--- config.mk ---
export PLATFORM = sky130hd
export DESIGN_NAME = ldu_stall_ctrl
export DESIGN_NICKNAME = d
export VERILOG_FILES = /design/src/rtl/ldu_pkg.sv /design/src/rtl/ldu_hazard_detect.sv /design/src/rtl/ldu_bubble_mux.sv /design/src/rtl/ldu_stall_ctrl.sv
export SDC_FILE = /design/constraint.sdc
export NUM_CORES = 1
export LEC_CHECK = 0
export CORE_AREA = 2 2 39 41
export DETAILED_ROUTE_END_ITERATION = 10
export DIE_AREA = 0 0 41 43
export GPL_TIMING_DRIVEN = 0
export MAX_ROUTING_LAYER = met4
export PLACE_DENSITY = 0.73
export SYNTH_ARGS = -nofsm -noshare
export SYNTH_HDL_FRONTEND = slang
export SYNTH_SLANG_ARGS = --single-unit
--- constraint.sdc ---
create_clock -name vclk -period 1.7
set_clock_uncertainty 0.05 [all_clocks]
set_input_delay 0.255 -clock vclk [all_inputs]
set_output_delay 0.255 -clock vclk [all_outputs]
set_load 0.02 [all_outputs]
--- src/rtl/ldu_pkg.sv ---
package ldu_pkg;

    localparam int REG_W = 5;

    typedef struct packed {
        logic       reg_dst;
        logic [1:0] alu_op;
        logic       alu_src;
        logic       branch;
        logic       mem_read;
        logic       mem_write;
        logic       reg_write;
        logic       mem_to_reg;
    } ctrl_t;

    localparam int CTRL_W = $bits(ctrl_t);

    typedef struct packed {
        logic pc_we;
        logic ifid_we;
        logic bubble;
    } stall_t;

endpackage

--- src/rtl/ldu_hazard_detect.sv ---
module ldu_hazard_detect #(
    parameter int RW     = 5,
    parameter int NUM_SRC = 2
) (
    input  logic                      clk,
    input  logic                      rst_n,
    input  logic                      ex_mem_read,
    input  logic [RW-1:0]             ex_rt,
    input  logic [NUM_SRC-1:0][RW-1:0] srcs,
    output logic                      hazard
);

    logic [NUM_SRC-1:0] match_d;
    logic               tgt_live_d;

    assign tgt_live_d = ex_mem_read && (ex_rt != '0);

    for (genvar i = 0; i < NUM_SRC; i++) begin : g_src
        always_comb begin
            match_d[i] = tgt_live_d && (srcs[i] == ex_rt);
        end
    end

    always_comb begin
        hazard = |match_d;
    end


    zero_target_no_stall_chk: assert property (@(posedge clk) disable iff (!rst_n)
        (ex_rt == '0) |-> !hazard);


    no_load_no_stall_chk: assert property (@(posedge clk) disable iff (!rst_n)
        !ex_mem_read |-> !hazard);

endmodule

--- src/rtl/ldu_bubble_mux.sv ---
module ldu_bubble_mux #(
    parameter int CW = 9
) (
    input  logic          clk,
    input  logic          rst_n,
    input  logic          zero_sel,
    input  logic [CW-1:0] ctrl_in,
    output logic [CW-1:0] ctrl_out
);

    always_comb begin
        ctrl_out = zero_sel ? '0 : ctrl_in;
    end


    bubble_all_zero_chk: assert property (@(posedge clk) disable iff (!rst_n)
        zero_sel |-> (ctrl_out == '0));


    pass_through_chk: assert property (@(posedge clk) disable iff (!rst_n)
        !zero_sel |-> (ctrl_out == ctrl_in));

endmodule

--- src/rtl/ldu_stall_ctrl.sv ---
module ldu_stall_ctrl
    import ldu_pkg::*;
#(
    parameter int RW = REG_W,
    parameter int CW = CTRL_W
) (
    input  logic          clk,
    input  logic          rst_n,
    input  logic          ex_mem_read,
    input  logic [RW-1:0] ex_rt,
    input  logic [RW-1:0] id_rs,
    input  logic [RW-1:0] id_rt,
    input  logic [CW-1:0] dec_ctrl,
    output logic          pc_write,
    output logic          ifid_write,
    output logic          ctrl_zero,
    output logic [CW-1:0] ex_ctrl_d
);

    localparam int NUM_SRC = 2;

    logic [NUM_SRC-1:0][RW-1:0] src_regs;
    logic                       hazard;
    stall_t                     stall_d;

    assign src_regs[0] = id_rs;
    assign src_regs[1] = id_rt;

    ldu_hazard_detect #(.RW(RW), .NUM_SRC(NUM_SRC)) u_detect (
        .clk         (clk),
        .rst_n       (rst_n),
        .ex_mem_read (ex_mem_read),
        .ex_rt       (ex_rt),
        .srcs        (src_regs),
        .hazard      (hazard)
    );

    always_comb begin
        stall_d         = '0;
        stall_d.pc_we   = !hazard;
        stall_d.ifid_we = !hazard;
        stall_d.bubble  = hazard;
    end

    assign pc_write   = stall_d.pc_we;
    assign ifid_write = stall_d.ifid_we;
    assign ctrl_zero  = stall_d.bubble;

    ldu_bubble_mux #(.CW(CW)) u_mux (
        .clk      (clk),
        .rst_n    (rst_n),
        .zero_sel (stall_d.bubble),
        .ctrl_in  (dec_ctrl),
        .ctrl_out (ex_ctrl_d)
    );


    enables_agree_chk: assert property (@(posedge clk) disable iff (!rst_n)
        (pc_write == ifid_write) && (pc_write != ctrl_zero));


    match_stalls_chk: assert property (@(posedge clk) disable iff (!rst_n)
        (ex_mem_read && (ex_rt != '0) && (ex_rt == id_rs)) |-> !pc_write);

    // the injected no-op clears the load flag, so a stall never repeats
    single_stall_chk: assert property (@(posedge clk) disable iff (!rst_n)
        ctrl_zero |=> pc_write);

endmodule

==> results.cfg, run 1 <==
[placed_design]
dpl_worst_slack_ns = -0.976
portBuffers = 37
place_area_um2 = 656
globalplace.congestion = 0.631

[floorplanning]
die_height_um = 43
die_area_um2 = 1760
pin_count = 39
rows = 14
core-area_um2 = 1380
start_util_pct = 19.0
die_w_um = 41

[final_layout]
area_delta_synth_final_pct = 180
stdcell_area_um2 = 734
nClkBuffers = 0
layout-drive-gt1-share_pct = 49.3
n_sequential_cell = 0
fin_nets = 102
fill_cells = 151
num_antenna_cells = 0
regArea_um2 = 0

[power]
power.density_nw_per_um2 = 273
irDropWorstVdd_mv = 0.0977
p_leak_uw = 0.000329
p_total_uw = 200

[setup_path]
startpoint_type = input port
endpoint_kind = primary output
worst_ep_required_time_ns = 1.39
crit_path_max_fanout = 5
worstPathArrival_ns = 1.50
path_class = input port to primary output

[yosys]
ys_warn_count = 0
synth_top_area_share_pct = 38.6
postSynthAreaPerCell_um2 = 8.48
synthCells = 31
syn_nets = 58
yosysSeqAreaShare_pct = 0
synth.distinct_cells = 11
yosys.area.top_type = a21boi_2
yosys-top-cells-area = a21boi_2 (39%), xnor2_1 (33%), buf_6 (4.3%)
netlist_area_um2 = 263

[grt]
grt_util_all_layers_pct = 12.3
grt_pass1_vias = 383
grt_remaining_overflow = 0
antenna_found_initial = 0
grt_max_degree = 6
grt_pass1_wl_mm = 1.53

[timing]
hold_viol = 0
worst_slew_pin_slew_ns = 0.164
setup_ws_ns = -0.101
final.min_clock_period_ns = 1.80
rsz0062_at_grt = true
fmax_mhz = 555
max_slew_margin_pct = 89.1
slew_viol_final = 0
setup_violations = 12
min_period_over_period_pct = 106

[drt]
drtIter0Drc = 1
vias_per_cell = 4.13
totalWireLength_um = 864
dr_total_vias = 368
drt.antenna.violating_nets = 0
wl_per_cell_um = 9.71
first_pass_iters = 2
drc = 0

[clock_network]
hold_buffers = 0

[min_path]
hold_path.class = input port to primary output

[outcome]
status = finished, violations left
violations = negative setup slack

[run]
max-cap-violations = 0
[path summary, 6_finish.rpt]
| path | cells past startpoint | to | slack, ns | from |
|---|---|---|---|---|
| max | 6 | ex_ctrl_d[7] | -0.10 | ex_rt[2] |
| min | 6 | ctrl_zero | 1.04 | ex_rt[0] |
[report_power, final]
part | leakage (µW) | internal, µW | switching, µW
clock | 0 | 0 | 0
combinational | 0.000329 | 124 | 76.8
sequential | 0 | 0 | 0
[cell type report]
type,count,area [µm²],area share [%]
Buffer,3,33.8,4.60
Multi-Input combinational cell,28,253,34.4
Tap cell,16,20.0,2.73
Timing Repair Buffer,42,428,58.3
[cells in the mapped netlist, drive strengths merged]
cell type	count
and2	1
buf	3
or4	1
o22ai	1
a21boi	9
o21a	1
nand3	2
xnor2	10
nand2	3
[layout by cell type, fill, tap and decap left out]
master | synthesis | layout
dlymetal6s2s_1 | 0 | 2
clkdlybuf4s15_1 | 0 | 1
buf_2 | 1 | 2
buf_4 | 1 | 6
buf_8 | 0 | 1
and2_2 | 1 | 1
nand3_1 | 2 | 2
a21boi_2 | 9 | 9
o22ai_2 | 0 | 1
buf_6 | 1 | 13
nand2_4 | 0 | 1
or4_1 | 1 | 1
nand2_1 | 3 | 2
dlygate4sd2_1 | 0 | 8
xnor2_1 | 10 | 10
buf_12 | 0 | 2
o21a_1 | 1 | 1
clkdlybuf4s50_1 | 0 | 10
[per-layer routing]
metal	global-route usage, %	wire length [µm]	up-vias
met1	13.3	267	158
met5	-	0	-
met2	24.4	549	19
li1	-	-	191
met4	0	0	0
met3	0	47	0
[what timing repair did]
action                                  4_1_cts  5_1_grt
pin swaps                                    22        6
endpoints found under the setup margin       12       12
gates cloned                                  1        0
buffers inserted                              4        0
resized for setup                            99        8
endpoints found under the hold margin         0        0
[worst max-delay path, stage by stage]
cell	delay, ns
buf_8	0.09
or4_1	0.51
o21a_1	0.22
buf_6	0.15
a21boi_2	0.14
buf_6	0.13
[per-stage QoR]
step / hold WS [ns] / utilization [%] / std cells / setup TNS (ns)
global route: 1.07 / 53.1 / 89 / -1.43
global placement: 1.52 / 47.4 / 84 / -11.25
detailed placement: 1.52 / 47.4 / 84 / -11.26
floorplan: 0.633 / - / 31 / 0
finish: 1.04 / 53.1 / 89 / -0.905
CTS: 1.03 / 51.2 / 89 / -1.18
[kinds of logic after synthesis]
kind of cell | Yosys count | synth area share [%]
XOR/XNOR | 10 | 33.3
AND/OR/NAND/NOR | 7 | 13.8
AO/OA/AOI/OAI | 11 | 43.8
buffers and inverters | 3 | 9.05
Note: power is estimated with default switching activity, not from simulation.
==> run 2: changes to the inputs <==
- ABC_AREA: not set -> 1
- GPL_TIMING_DRIVEN: 0 -> not set
- PLACE_DENSITY: 0.73 -> 0.76
==> results.cfg, run 2 <==
[power]
irDropWorstVdd_mv = 0.0818
switching_share_pct = 46.4
comb_power_share_pct = 100.0
p_total_uw = 171
clockPowerShare_pct = 0
power.density_nw_per_um2 = 233
p_int_uw = 91.7
p_switching_uw = 79.4
p_leak_uw = 0.000415
seq_power_share_pct = 0

[timing]
slew_viol_final = 0
max_slew_margin_pct = 86.0
hold_viol = 0
setup_violations = 0
final.min_clock_period_ns = 1.64
holdWs_ns = 1.08
fmax_mhz = 611
worst_slew_pin_slew_ns = 0.209
min_period_over_period_pct = 96.3

[final_layout]
layout-drive-gt1-share_pct = 33.0
n_sequential_cell = 0
multi_input_area_um2 = 274
stdcell_area_um2 = 734
nClkBuffers = 0
area_delta_synth_final_pct = 143
post-route-util_pct = 53.1
fin_nets = 129
layout_commonest_cell = nand2_1
most-common-layout-cells = nand2_1 (19), inv_1 (17), nor2_2 (11), buf_6 (11), clkdlybuf4s50_1 (10)
regArea_um2 = 0
fill_cells = 150
finalNonFillerCells = 116
num_antenna_cells = 0

[setup_path]
max_stage_delay_ns = 0.28
startpoint_type = input port
path_buf_inv = 2
worst_ep_required_time_ns = 1.39
path_cells = dlygate4sd2_1 > xor2_1 > nor2_1 > nand3_4 > nand2_4 > nor2_2 > buf_6
worstPathArrival_ns = 1.33
crit_path_max_fanout = 5
path_class = input port to primary output
path_delay_family = simple AND/OR/NAND/NOR gates
endpoint_kind = primary output
critPathSlowestCell = dlygate4sd2_1

[yosys]
synth_top_area_share_pct = 23.6
yosysSeqAreaShare_pct = 0
yosys.area.top_type = inv_1
yosys-top-cells-area = inv_1 (24%), nand2_1 (24%), nor2_2 (17%)
netlist_area_um2 = 303
syn_nets = 91
ys_warn_count = 0
synth.distinct_cells = 11
synthCells = 64
postSynthAreaPerCell_um2 = 4.73
synth_common_cells = inv_1 (19), nand2_1 (19), nor2_2 (8)

[floorplanning]
die_area_um2 = 1760
die_height_um = 43
start_util_pct = 21.9
pin_count = 39
core-area_um2 = 1380
die_w_um = 41
rows = 14

[min_path]
holdPathEnd = ex_ctrl_d[6]
holdPathStages = 4
hp-start = dec_ctrl[6]
hold_path.class = input port to primary output

[placed_design]
portBuffers = 37
place_inst = 115
dp.final_hpwl_um = 847
place_area_um2 = 674
globalplace.congestion = 0.672

[outcome]
status = finished, final reports clean

[run]
max-cap-violations = 0

[drt]
drtIter0Drc = 2
dr_total_vias = 455
drt.antenna.violating_nets = 0
wl_per_cell_um = 9.23
vias_per_cell = 3.92
drc = 0
first_pass_iters = 2
totalWireLength_mm = 1.07

[grt]
antenna_found_initial = 0
grt_remaining_overflow = 0
grt_util_all_layers_pct = 12.2
grt_pass1_wl_mm = 1.55
grt_pass1_vias = 415
grt_max_degree = 7
## run 2: changes by cell type in the layout (fill, tap and decap cells not counted), moves of 3 or more
cell      previous run  this run
a21boi_2             9         0
buf_4                6         1
nor2_2               0        11
xor2_1               0         3
nand2_1              2        19
nor2_1               0         3
inv_1                0        17
xnor2_1             10         1
## run 2: how the worst max path moves through the flow
stage	start	end	slack (ns)	cells after the start
after floorplan	ex_rt[1]	pc_write	0.30	10
after global placement	ex_rt[0]	ctrl_zero	-0.71	7
after detailed placement	ex_rt[0]	ctrl_zero	-0.77	7
after CTS	ex_rt[0]	ex_ctrl_d[8]	0.007	8
after global routing	id_rt[0]	ex_ctrl_d[8]	-0.003	10
final	ex_rt[4]	ex_ctrl_d[1]	0.06	7
## run 2: cells by family (layout without fill, tap and decap cells)
| kind of cell | after synthesis | count (layout) | share of synthesized area [%] |
|---|---|---|---|
| buffers and inverters | 22 | 57 | 31.0 |
| and+or+nand+nor | 37 | 38 | 54.5 |
| xor gates and xnor gates | 5 | 5 | 14.5 |
## run 2: cell type report
| cell class | instances | share of cell area [%] |
|---|---|---|
| Timing Repair Buffer | 37 | 49.4 |
| Tap cell | 16 | 2.73 |
| Inverter | 20 | 10.6 |
| Multi-Input combinational cell | 43 | 37.3 |
## run 2: repair_timing
action | 4_1_cts | 5_1_grt
endpoints found under the setup margin | 12 | 12
resized for setup | 74 | 34
cloned | 1 | 0
hold buffers | 0 | 0
pin swaps | 10 | 10
buffers inserted | 0 | 0
## run 2: routing by layer
metal / global-route usage (%) / share of wire [%]
met1: 9.81 / 32
met2: 25.3 / 51
met3: 3.66 / 17
met4: 0 / 0
met5: - / 0
## run 2: power by group through the flow
stage | Combinational (µW) | Sequential (µW) | Clock [µW]
6_report | 171 | 0 | 0
5_1_grt | 186 | 0 | 0
4_1_cts | 149 | 0 | 0
3_3_place_gp | 161 | 0 | 0
2_1_floorplan | 67.4 | 0 | 0
3_5_place_dp | 164 | 0 | 0
## run 2: through the flow
| stage | setup TNS (ns) | worst slack [ns] |
|---|---|---|
| after detailed placement | -8.60 | -0.775 |
| final | 0 | 0.0621 |
| after floorplan | 0 | 0.303 |
| after CTS | 0 | 0.00683 |
| after global placement | -7.76 | -0.706 |
| after global routing | -0.00495 | -0.00318 |
